## src/rtl/wdg_pkg.sv

```systemverilog
package wdg_pkg;
    localparam int ADDR_W  = 5;
    localparam int DATA_W  = 32;
    localparam int KEY_W   = 16;
    localparam int PSC_W   = 3;
    localparam int CNT_W   = 12;
    localparam int NUM_CFG = 3;

    // status bit / config slot index
    localparam int IDX_PSC = 0;
    localparam int IDX_RLD = 1;
    localparam int IDX_WIN = 2;

    localparam logic [ADDR_W-1:0] OFF_CTL  = 5'h00;
    localparam logic [ADDR_W-1:0] OFF_PSC  = 5'h04;
    localparam logic [ADDR_W-1:0] OFF_RLD  = 5'h08;
    localparam logic [ADDR_W-1:0] OFF_STAT = 5'h0C;
    localparam logic [ADDR_W-1:0] OFF_WIN  = 5'h10;

    localparam logic [KEY_W-1:0] KEY_UNLOCK  = 16'h5555;
    localparam logic [KEY_W-1:0] KEY_REFRESH = 16'hAAAA;
    localparam logic [KEY_W-1:0] KEY_START   = 16'hCCCC;
endpackage

```

## src/rtl/wdg_keydec.sv

```systemverilog
module wdg_keydec
    import wdg_pkg::*;
(
    input  logic             clk_i,
    input  logic             rst_ni,
    input  logic             ctl_wr_i,
    input  logic [KEY_W-1:0] key_i,
    output logic             unlocked_o,
    output logic             running_o,
    output logic             start_o,
    output logic             refresh_o
);
    typedef struct packed {
        logic unlocked;
        logic running;
    } key_st_t;

    key_st_t s_d, s_q;

    assign start_o   = ctl_wr_i && (key_i == KEY_START);
    assign refresh_o = ctl_wr_i && (key_i == KEY_REFRESH);

    always_comb begin
        s_d = s_q;
        if (ctl_wr_i) begin
            s_d.unlocked = (key_i == KEY_UNLOCK);
        end
        if (start_o) begin
            s_d.running = 1'b1;
        end
    end

    always_ff @(posedge clk_i) begin
        if (!rst_ni) begin
            s_q <= '{unlocked: 1'b0, running: 1'b0};
        end else begin
            s_q <= s_d;
        end
    end

    assign unlocked_o = s_q.unlocked;
    assign running_o  = s_q.running;


    run_sticky_chk: assert property (@(posedge clk_i) disable iff (!rst_ni)
        s_q.running |=> s_q.running);


    lock_hold_chk: assert property (@(posedge clk_i) disable iff (!rst_ni)
        !ctl_wr_i |=> $stable(s_q.unlocked));
endmodule

```

## src/rtl/wdg_shadow.sv

```systemverilog
module wdg_shadow #(
    parameter int W          = 12,
    parameter bit RST_ONES   = 1'b1,
    parameter int SYNC_TICKS = 3
) (
    input  logic         clk_i,
    input  logic         rst_ni,
    input  logic         tick_i,
    input  logic         wr_i,
    input  logic [W-1:0] wdata_i,
    output logic [W-1:0] value_o,
    output logic         busy_o
);
    localparam int SC_W = $clog2(SYNC_TICKS + 1);
    localparam logic [W-1:0] RST_VAL = RST_ONES ? {W{1'b1}} : {W{1'b0}};

    typedef struct packed {
        logic [W-1:0]    pend;
        logic [W-1:0]    act;
        logic            busy;
        logic [SC_W-1:0] scnt;
    } sh_st_t;

    sh_st_t s_d, s_q;

    always_comb begin
        s_d = s_q;
        if (wr_i) begin
            s_d.pend = wdata_i;
            s_d.busy = 1'b1;
            s_d.scnt = SC_W'(SYNC_TICKS);
        end else if (s_q.busy && tick_i) begin
            if (s_q.scnt <= SC_W'(1)) begin
                s_d.busy = 1'b0;
                s_d.act  = s_q.pend;
                s_d.scnt = '0;
            end else begin
                s_d.scnt = s_q.scnt - SC_W'(1);
            end
        end
    end

    always_ff @(posedge clk_i) begin
        if (!rst_ni) begin
            s_q <= '{pend: RST_VAL, act: RST_VAL, busy: 1'b0, scnt: '0};
        end else begin
            s_q <= s_d;
        end
    end

    assign value_o = s_q.act;
    assign busy_o  = s_q.busy;


    busy_rise_chk: assert property (@(posedge clk_i) disable iff (!rst_ni)
        $rose(s_q.busy) |-> $past(wr_i));


    value_upd_chk: assert property (@(posedge clk_i) disable iff (!rst_ni)
        !$stable(s_q.act) |-> $fell(s_q.busy));
endmodule

```

## src/rtl/wdg_prescale.sv

```systemverilog
module wdg_prescale
    import wdg_pkg::*;
#(
    parameter int MAX_CODE   = 6,
    parameter int BASE_SHIFT = 2
) (
    input  logic             clk_i,
    input  logic             rst_ni,
    input  logic             run_i,
    input  logic             clr_i,
    input  logic             tick_i,
    input  logic [PSC_W-1:0] code_i,
    output logic             strobe_o
);
    localparam int DIV_W = MAX_CODE + BASE_SHIFT;
    localparam logic [PSC_W-1:0] MAX_C = PSC_W'(MAX_CODE);

    logic [PSC_W-1:0] code_c;
    logic [DIV_W:0]   ratio;
    logic [DIV_W-1:0] limit;
    logic [DIV_W-1:0] pdiv_d, pdiv_q;
    logic             wrap;

    always_comb begin
        code_c = (code_i > MAX_C) ? MAX_C : code_i;
        ratio  = {{DIV_W{1'b0}}, 1'b1} << (32'(code_c) + BASE_SHIFT);
        limit  = DIV_W'(ratio - (DIV_W+1)'(1));
        wrap   = (pdiv_q >= limit);
    end

    assign strobe_o = run_i && tick_i && !clr_i && wrap;

    always_comb begin
        pdiv_d = pdiv_q;
        if (!run_i || clr_i) begin
            pdiv_d = '0;
        end else if (tick_i) begin
            pdiv_d = wrap ? '0 : pdiv_q + DIV_W'(1);
        end
    end

    always_ff @(posedge clk_i) begin
        if (!rst_ni) begin
            pdiv_q <= '0;
        end else begin
            pdiv_q <= pdiv_d;
        end
    end


    idle_phase_chk: assert property (@(posedge clk_i) disable iff (!rst_ni)
        !run_i |=> pdiv_q == '0);
endmodule

```

## src/rtl/wdg_counter.sv

```systemverilog
module wdg_counter
    import wdg_pkg::*;
(
    input  logic             clk_i,
    input  logic             rst_ni,
    input  logic             running_i,
    input  logic             start_i,
    input  logic             refresh_i,
    input  logic             strobe_i,
    input  logic [CNT_W-1:0] reload_i,
    input  logic [CNT_W-1:0] window_i,
    output logic             req_o
);
    typedef struct packed {
        logic [CNT_W-1:0] cnt;
        logic             req;
    } cnt_st_t;

    cnt_st_t s_d, s_q;
    logic    win_on, early, expire;

    always_comb begin
        win_on = (window_i != {CNT_W{1'b1}});
        early  = refresh_i && running_i && win_on && (s_q.cnt > window_i);
        expire = strobe_i && (s_q.cnt <= CNT_W'(1));
        s_d     = s_q;
        s_d.req = early || expire;
        if (start_i || refresh_i) begin
            s_d.cnt = reload_i;
        end else if (strobe_i) begin
            s_d.cnt = expire ? reload_i : s_q.cnt - CNT_W'(1);
        end
    end

    always_ff @(posedge clk_i) begin
        if (!rst_ni) begin
            s_q <= '{cnt: '0, req: 1'b0};
        end else begin
            s_q <= s_d;
        end
    end

    assign req_o = s_q.req;


    req_run_chk: assert property (@(posedge clk_i) disable iff (!rst_ni)
        s_q.req |-> running_i);


    idle_hold_chk: assert property (@(posedge clk_i) disable iff (!rst_ni)
        (!running_i && !start_i && !refresh_i) |=> $stable(s_q.cnt));
endmodule

```

## src/rtl/keyed_wdog.sv

```systemverilog
module keyed_wdog
    import wdg_pkg::*;
#(
    parameter int SYNC_TICKS = 3
) (
    input  logic              clk_i,
    input  logic              rst_ni,
    input  logic              tick_i,
    input  logic              bus_wr_i,
    input  logic [ADDR_W-1:0] bus_addr_i,
    input  logic [DATA_W-1:0] bus_wdata_i,
    output logic [DATA_W-1:0] bus_rdata_o,
    output logic              wdog_req_o
);
    logic               unlocked, running, start, refresh, strobe;
    logic               ctl_wr;
    logic [NUM_CFG-1:0] busy_vec;
    logic [CNT_W-1:0]   cfg_val [NUM_CFG];
    logic               unused_wdata;

    assign unused_wdata = ^bus_wdata_i[DATA_W-1:KEY_W];
    assign ctl_wr       = bus_wr_i && (bus_addr_i == OFF_CTL);

    wdg_keydec u_keydec (
        .clk_i      (clk_i),
        .rst_ni     (rst_ni),
        .ctl_wr_i   (ctl_wr),
        .key_i      (bus_wdata_i[KEY_W-1:0]),
        .unlocked_o (unlocked),
        .running_o  (running),
        .start_o    (start),
        .refresh_o  (refresh)
    );

    for (genvar gi = 0; gi < NUM_CFG; gi++) begin : g_cfg
        localparam int W = (gi == IDX_PSC) ? PSC_W : CNT_W;
        localparam logic [ADDR_W-1:0] OFF = (gi == IDX_PSC) ? OFF_PSC :
                                            (gi == IDX_RLD) ? OFF_RLD : OFF_WIN;
        logic [W-1:0] val;
        logic         wr;

        assign wr = bus_wr_i && unlocked && (bus_addr_i == OFF);

        wdg_shadow #(
            .W          (W),
            .RST_ONES   (gi != IDX_PSC),
            .SYNC_TICKS (SYNC_TICKS)
        ) u_shadow (
            .clk_i   (clk_i),
            .rst_ni  (rst_ni),
            .tick_i  (tick_i),
            .wr_i    (wr),
            .wdata_i (bus_wdata_i[W-1:0]),
            .value_o (val),
            .busy_o  (busy_vec[gi])
        );

        assign cfg_val[gi] = CNT_W'(val);
    end

    wdg_prescale u_prescale (
        .clk_i    (clk_i),
        .rst_ni   (rst_ni),
        .run_i    (running),
        .clr_i    (start || refresh),
        .tick_i   (tick_i),
        .code_i   (cfg_val[IDX_PSC][PSC_W-1:0]),
        .strobe_o (strobe)
    );

    wdg_counter u_counter (
        .clk_i     (clk_i),
        .rst_ni    (rst_ni),
        .running_i (running),
        .start_i   (start),
        .refresh_i (refresh),
        .strobe_i  (strobe),
        .reload_i  (cfg_val[IDX_RLD]),
        .window_i  (cfg_val[IDX_WIN]),
        .req_o     (wdog_req_o)
    );

    always_comb begin
        case (bus_addr_i)
            OFF_PSC:  bus_rdata_o = DATA_W'(cfg_val[IDX_PSC]);
            OFF_RLD:  bus_rdata_o = DATA_W'(cfg_val[IDX_RLD]);
            OFF_WIN:  bus_rdata_o = DATA_W'(cfg_val[IDX_WIN]);
            OFF_STAT: bus_rdata_o = DATA_W'(busy_vec);
            default:  bus_rdata_o = '0;
        endcase
    end


    locked_wr_chk: assert property (@(posedge clk_i) disable iff (!rst_ni)
        (bus_wr_i && (bus_addr_i == OFF_PSC) && !unlocked) |=> !$rose(busy_vec[IDX_PSC]));
endmodule

```

## config.mk

```make
export PLATFORM = sky130hd
export DESIGN_NAME = keyed_wdog
export DESIGN_NICKNAME = d
export VERILOG_FILES = /design/src/rtl/wdg_pkg.sv /design/src/rtl/wdg_keydec.sv /design/src/rtl/wdg_shadow.sv /design/src/rtl/wdg_prescale.sv /design/src/rtl/wdg_counter.sv /design/src/rtl/keyed_wdog.sv
export SDC_FILE = /design/constraint.sdc
export NUM_CORES = 1
export LEC_CHECK = 0
export CORE_ASPECT_RATIO = 0.6
export CORE_MARGIN = 2
export CORE_UTILIZATION = 47
export DETAILED_ROUTE_END_ITERATION = 7
export PLACE_DENSITY_LB_ADDON = 0.12
export SLEW_MARGIN = 20
export SYNTH_ARGS = -nofsm -noshare
export SYNTH_HDL_FRONTEND = slang
export SYNTH_HIERARCHICAL = 1
export SYNTH_SLANG_ARGS = --single-unit
```

## constraint.sdc

```tcl
create_clock -name clk_i -period 4.65 [get_ports clk_i]
set_input_delay 0.465 -clock clk_i [delete_from_list [all_inputs] [get_ports clk_i]]
set_output_delay 0.465 -clock clk_i [all_outputs]
set_load 0.005 [all_outputs]
```

==> Word level (Yosys, flattened, before mapping) <==
Index checks and enable logic that the tools add are counted.
{ "classes": {"n_addsub": 7, "shifts": 1, "n_lt_le_gt_ge": 7, "n_mux": 18, "n_reduce_logical": 37, "eq_ne": 8, "bitwise_logic": 4} }
{ "op_table": {"columns": ["op", "count"], "rows": [
  ["$pmux 12 s4", 1],
  ["$mux 12", 3],
  ["$eq 16x16->1 const B", 2],
  ["$shl 1x32->8 const A", 1],
  ["$mux 3", 7],
  ["$logic_and 1x1->1", 17],
  ["$eq 16x15->1 const B", 1],
  ["$reduce_bool 2->1", 7],
  ["$gt 12x12->1", 1],
  ["$le 12x1->1 const B", 1],
  ["$ne 12x12->1 const B", 1],
  ["$sub 12x1->12 const B", 1],
  ["$eq 5x4->1 const B", 2],
  ["$reduce_and 3->1", 3],
  ["$add 8x1->8 const B", 1],
  ["$ge 8x8->1", 1],
  ["$mux 8", 1],
  ["$sub 8x1->8 const B", 1],
  ["$le 2x1->1 const B", 3],
  ["$mux 2", 3],
  ["$reduce_and 2->1", 3],
  ["$sub 2x1->2 const B", 3],
  ["$eq 5x3->1 const B", 1],
  ["$eq 5x5->1 const B", 1],
  ["other kinds (8)", 16]
]} }
{ "totals": {"output_inout_bits": 33, "register_bits": 86, "elab_cells": 99} }

==> Longest topological paths before layout <==
{ "logic_depth": {"ltp_word": 11, "ltp_mapped": 15} }

==> Cells and area by module <==
Netlist, hierarchy kept.
{ "by_module_without_submodules": {"columns": ["mod", "seq_area_each_um2", "n_inst", "area_each_um2", "cells_per_inst"], "rows": [
  ["wdg_shadow (g_cfg[1].u_shadow ...)", 540.5, 2, 1203.7, 116],
  ["wdg_counter", 260.2, 1, 1231.2, 155],
  ["wdg_prescale", 160.2, 1, 669.4, 70],
  ["keyed_wdog", 0.0, 1, 447.9, 54],
  ["wdg_shadow (g_cfg[0].u_shadow)", 180.2, 1, 385.4, 38],
  ["wdg_keydec", 40.0, 1, 176.4, 21]
]} }

==> Worst setup path after synthesis <==
Ideal clock, no wire load.
{ "synth_path": {"kind": "register to register", "start": "reg g_cfg[0].u_shadow.s_q (netlist bit g_cfg[0].u_shadow/value_o[1])", "end": "reg u_counter/s_q[9] (netlist bit)", "required_time_ns": 4.525, "stages_incl_launch_ff": 16, "arrival_ns": 3.082, "path_buffers": 2, "setup_slack_ns": 1.444, "cell_sequence": "dfxtp_1 -> buf_4 -> inv_1 -> ha_1 -> nor3b_1 -> xnor2_1 -> nor2_1 -> ha_1 -> nand3_4 -> a211oi_4 -> o211a_1 -> buf_1 -> nand2_1 -> or2_2 -> a221oi_1 -> nor3_1"} }
{ "synth_via": {"elab_chain_cells": 11} }
{ "synth_rtl": {"columns": ["element", "line", "text"], "rows": [
  ["start, declared", "wdg_shadow.sv:24", "sh_st_t s_d, s_q;"],
  ["start signal, assigned", "wdg_shadow.sv:45", "s_q <= '{pend: RST_VAL, act: RST_VAL, busy: 1'b0, scnt: '0};"],
  ["$gt 3x3->1", "wdg_prescale.sv:25", "code_c = (code_i > MAX_C) ? MAX_C : code_i;"],
  ["$mux 3 (*)", "wdg_prescale.sv:25", null],
  ["$add 3x2->4 (*)", "wdg_prescale.sv:26", "ratio = {{DIV_W{1'b0}}, 1'b1} << (32'(code_c) + BASE_SHIFT);"],
  ["$shl 1x32->8 (*)", "wdg_prescale.sv:26", null],
  ["$sub 8x1->8 (*)", "wdg_prescale.sv:27", "limit = DIV_W'(ratio - (DIV_W+1)'(1));"],
  ["$ge 8x8->1 (*)", "wdg_prescale.sv:28", "wrap = (pdiv_q >= limit);"],
  ["$logic_and 1x1->1 (*)", "wdg_prescale.sv:31", "assign strobe_o = run_i && tick_i && !clr_i && wrap;"],
  ["named net strobe", "keyed_wdog.sv:15", "logic unlocked, running, start, refresh, strobe;"],
  ["$logic_and 1x1->1", "wdg_counter.sv:25", "expire = strobe_i && (s_q.cnt <= CNT_W'(1));"],
  ["$mux 12", "wdg_counter.sv:31", "s_d.cnt = expire ? reload_i : s_q.cnt - CNT_W'(1);"],
  ["$mux 12", "wdg_counter.sv:30", "end else if (strobe_i) begin"],
  ["$mux 12", "wdg_counter.sv:28", "if (start_i || refresh_i) begin"],
  ["end signal, assigned", "wdg_counter.sv:37", "s_q <= '{cnt: '0, req: 1'b0};"],
  ["end, declared", "wdg_counter.sv:19", "cnt_st_t s_d, s_q;"]
]} }
Mark *: on every way through the listed nets, which the timed path passes. The rest lies on a longest branch. The select of a mux whose other input is x is not followed.
A chain may end at the register's enable or synchronous reset.

==> Worst setup path after layout <==
{ "layout_path": {"start": "in bus_addr_i[1]", "end": "reg u_counter/s_q[7] (netlist bit)"} }
{ "layout_via": {"elab_chain_cells": 11} }
{ "layout_rtl": {"columns": ["element", "line", "text"], "rows": [
  ["start, declared", "keyed_wdog.sv:10", "input logic [ADDR_W-1:0] bus_addr_i,"],
  ["$logic_not 5->1 (*)", "keyed_wdog.sv:22", "assign ctl_wr = bus_wr_i && (bus_addr_i == OFF_CTL);"],
  ["$logic_and 1x1->1 (*)", "keyed_wdog.sv:22", null],
  ["named net ctl_wr", "keyed_wdog.sv:16", "logic ctl_wr;"],
  ["$logic_and 1x1->1 (*)", "wdg_keydec.sv:21", "assign refresh_o = ctl_wr_i && (key_i == KEY_REFRESH);"],
  ["named net refresh", "keyed_wdog.sv:15", null],
  ["$logic_or 1x1->1 (*)", "keyed_wdog.sv:65", ".clr_i (start || refresh),"],
  ["$logic_not 1->1 (*)", "wdg_prescale.sv:31", null],
  ["$logic_and 1x1->1 (*) (2 in series)", "wdg_prescale.sv:31", null],
  ["named net strobe", "keyed_wdog.sv:15", null],
  ["$logic_and 1x1->1", "wdg_counter.sv:25", null],
  ["$mux 12", "wdg_counter.sv:31", null],
  ["$mux 12", "wdg_counter.sv:30", null],
  ["$mux 12", "wdg_counter.sv:28", null]
]} }
Marks and branches as above.

==> impl_metrics.toml <==
[place]
port_buffers = 37
place_congestion = 0.882
dp_slack_ps = 473
post-place-cells = 701
dp_hpwl_mm = 9.78

[worst_setup_path]
crit_required_ps = 4860
crit_fanout = 15
crit_path_start_kind = "input pin"
reg2reg_from = "g_cfg[0].u_shadow/value_o[1]$_SDFFE_PN0P_"
cp-endpoint = "u_counter/s_q[7]$_SDFFE_PN0P_"
worstSetupStartpoint = "bus_addr_i[1]"
worstSetupEndpointType = "flop"
arrival_ps = 4170
slowest_delay_ps = 560
cp_slowest_cell = "nor4b_1"
crit_chain = "clkdlybuf4s50_1 -> or3_4 -> nor4b_1 -> nor3b_1 -> nand4_1 -> nor2_1 -> or2_2 -> inv_1 -> o211a_1 -> o211a_4 -> a21oi_4 -> mux2i_1 -> o21ai_0"
rr_worst_depth = 12
r2r_end = "u_counter/s_q[6]$_SDFFE_PN0P_"
r2r_slack_ps = 760
worstSetupPathType = "input pin to flop"

[clocking]
cts_sinks = 86
clkTransAtPathRegs_ps = 60
cts_max_path_buffers = 2
cts_made_buffers = 9
cts_resized = 0
root_buffer = "clkbuf_16"
tritoncts = "yes"
htreeDepth = 3
insertion_delay_ps = 340
cts_setup_buffers = 0
ctsHoldBuffers = 0

[sta]
max_freq_mhz = 252
slew_headroom = 0.306
rsz0062_at_grt = "no"
timing_worst_slew_pin_value_ps = 1030
setup_tns_ps = 0
timing.hold.ws_ps = 463
skew_ps = 4.53
drv_slew = 0
post-route-period-util = 0.852
min_period_ps = 3960
final_hold_viol_count = 0
setup_ws_ps = 689
setup_viol = 0

[floorplanning]
start_util = 0.477
coreArea_um2 = 11100
dieWidth_um = 141
die-area_um2 = 12200
io_pins = 74
dieHeight_um = 86.4
fp-row-count = 30

[detailed_routing]
vias = 4025
routed_via_density = 5.62
routedWlPerCell_um = 18.6
wirelength_mm = 13.3
drc = 0
firstDrtPassIters = 5
ant_nets = 0
drt_iter0_markers = 277

[global_routing]
grt_use_total = 0.229
grt_pass1_vias = 3915
grt_pass1_wl_mm = 21.4
grt_max_degree = 84
antenna_found_initial = 0
overflow = 0

[worst_hold_path]
hold_depth = 2
hp-class = "flop to flop"

[final_layout]
instances_no_fill = 716
n_fill_cell = 1026
nets = 635
drive_above_1_share = 0.101
area_growth_pct = 8.47
antennaDiodeCount = 0

[synth]
synth_enable_flop_cells = 0
synth_ff_type = "dfxtp_1"
ys_ff_latch = 86
synth.distinct_cells = 74
synth_area_leaders = "dfxtp_1, mux2i_1, buf_4, nor2b_1, ha_1"
yosys_warnings = 6
async_reset_ff_frac = 0
yosys.area.top_type = "dfxtp_1"
yosysTopAreaCellShare = 0.324
syn_area_um2 = 5320
synthCells = 570
syn_avg_cell_area_um2 = 9.33
yosysSeqAreaShare = 0.324

[power]
power.total_mw = 1.70
p_per_area_nw_per_um2 = 294
p_leak_nw = 2.21
ir_worst_vdd_mv = 0.201

[run_status]
outcome = "finished clean"

[job]
max-cap-violations = 0
==> where the power goes <==
part / total, mW / internal, mW / switching [mW]
registers: 0.736 / 0.736 / 0.000000264
logic: 0.0855 / 0.0408 / 0.0447
clock network: 0.875 / 0.577 / 0.298
total: 1.70 / 1.35 / 0.342
==> critical path: cells and delay by family <==
kind                   cells  cell delay, ps
and+or+nand+nor            6            1870
AOI/OAI and AO/OA          4            1100
buffers and inverters      2             470
muxes                      1             250
==> cell usage in the layout, fill, tap and decap left out, types with 3 or more instances in the layout <==
master	netlist	final
a31oi_1	5	5
nor2b_1	53	53
buf_4	47	6
nor2_1	19	19
xor2_1	4	4
nand3_1	7	7
bufinv_16	0	4
a211oi_1	5	5
o31a_1	3	3
conb_1	1	20
dfxtp_1	86	86
a22o_2	9	9
and3_1	6	6
o22ai_1	4	4
a21oi_1	8	8
o211ai_1	4	4
o21ai_0	19	19
nor4b_1	3	3
mux2i_1	63	63
inv_1	20	20
nand2_1	49	49
ha_1	26	26
o221ai_1	3	3
nand4_1	13	13
clkbuf_16	0	9
a22oi_1	4	4
a21boi_0	3	3
and4b_1	5	5
nor3_1	14	14
clkdlybuf4s50_1	0	36
or3_1	4	4
==> cells by family (layout without fill, tap and decap cells) <==
group / Yosys count / in the layout / synth area share
flops: 86 / 86 / 0.324
mux: 63 / 63 / 0.119
compound gates: 88 / 88 / 0.128
other cells: 1 / 20 / 0.000705
buf+inv: 95 / 78 / 0.120
xor+xnor: 6 / 6 / 0.00988
fa+ha+maj: 26 / 26 / 0.0612
simple gates: 205 / 205 / 0.238
==> cell usage after synthesis (6+ instances only) <==
cell type / instances
nor2b_1: 53
o21ai_0: 19
buf_4: 47
nor2_1: 19
nor3_1: 14
clkbuf_1: 11
nand2_1: 49
buf_6: 9
nand4_1: 13
mux2i_1: 63
a21oi_1: 8
inv_1: 20
dfxtp_1: 86
a22o_2: 9
and3_1: 6
nand3_1: 7
ha_1: 26
==> how the worst min path moves through the flow <==
stage / startpoint / slack [ps] / endpoint
after CTS: g_cfg[0].u_shadow/s_q[8]$_SDFFE_PN0P_ / 470 / g_cfg[0].u_shadow/value_o[2]$_SDFFE_PN0P_
after detailed placement: g_cfg[0].u_shadow/s_q[6]$_SDFFE_PN0P_ / 460 / g_cfg[0].u_shadow/value_o[0]$_SDFFE_PN0P_
after floorplan: g_cfg[0].u_shadow/value_o[0]$_SDFFE_PN0P_ / 440 / g_cfg[0].u_shadow/value_o[0]$_SDFFE_PN0P_
final: g_cfg[0].u_shadow/s_q[8]$_SDFFE_PN0P_ / 460 / g_cfg[0].u_shadow/value_o[2]$_SDFFE_PN0P_
after global routing: g_cfg[0].u_shadow/s_q[8]$_SDFFE_PN0P_ / 490 / g_cfg[0].u_shadow/value_o[2]$_SDFFE_PN0P_
after global placement: g_cfg[1].u_shadow/s_q[15]$_SDFFE_PN1P_ / 450 / g_cfg[1].u_shadow/s_q[15]$_SDFFE_PN1P_
==> per-layer routing <==
layer	up-vias	GRT usage	part of all wire
met5	-	0	0
met4	0	0.0609	0.013
met3	18	0.0608	0.060
met2	118	0.331	0.41
met1	1937	0.338	0.52
li1	1952	-	-
==> metrics by stage <==
step,utilization,cell area [um^2]
finish,0.517,5770
global route,0.517,5770
CTS,0.517,5770
detailed placement,0.486,5420
global placement,0.486,5420
floorplan,-,5390
==> registers in the layout, indices dropped and copies added (netlist names) <==
name,flops
u_keydec/running_o,1
u_prescale/pdiv_q,8
u_keydec/unlocked_o,1
u_counter/req_o,1
u_counter/s_q,12
g_cfg.u_shadow/busy_o,3
g_cfg.u_shadow/value_o,27
g_cfg.u_shadow/s_q,33
==> cell type report <==
| cell class | count | area [um^2] | share of cell area |
|---|---|---|---|
| clock buffers | 11 | 233 | 0.0403 |
| inverters | 20 | 75.1 | 0.0130 |
| multi-input cells | 408 | 3030 | 0.525 |
| well taps | 144 | 180 | 0.0312 |
| repair buffers | 43 | 410 | 0.0711 |
| flip-flops and latches | 86 | 1720 | 0.298 |
| clock inverters | 4 | 120 | 0.0208 |
No activity file was read; power rests on OpenSTA's default activity.
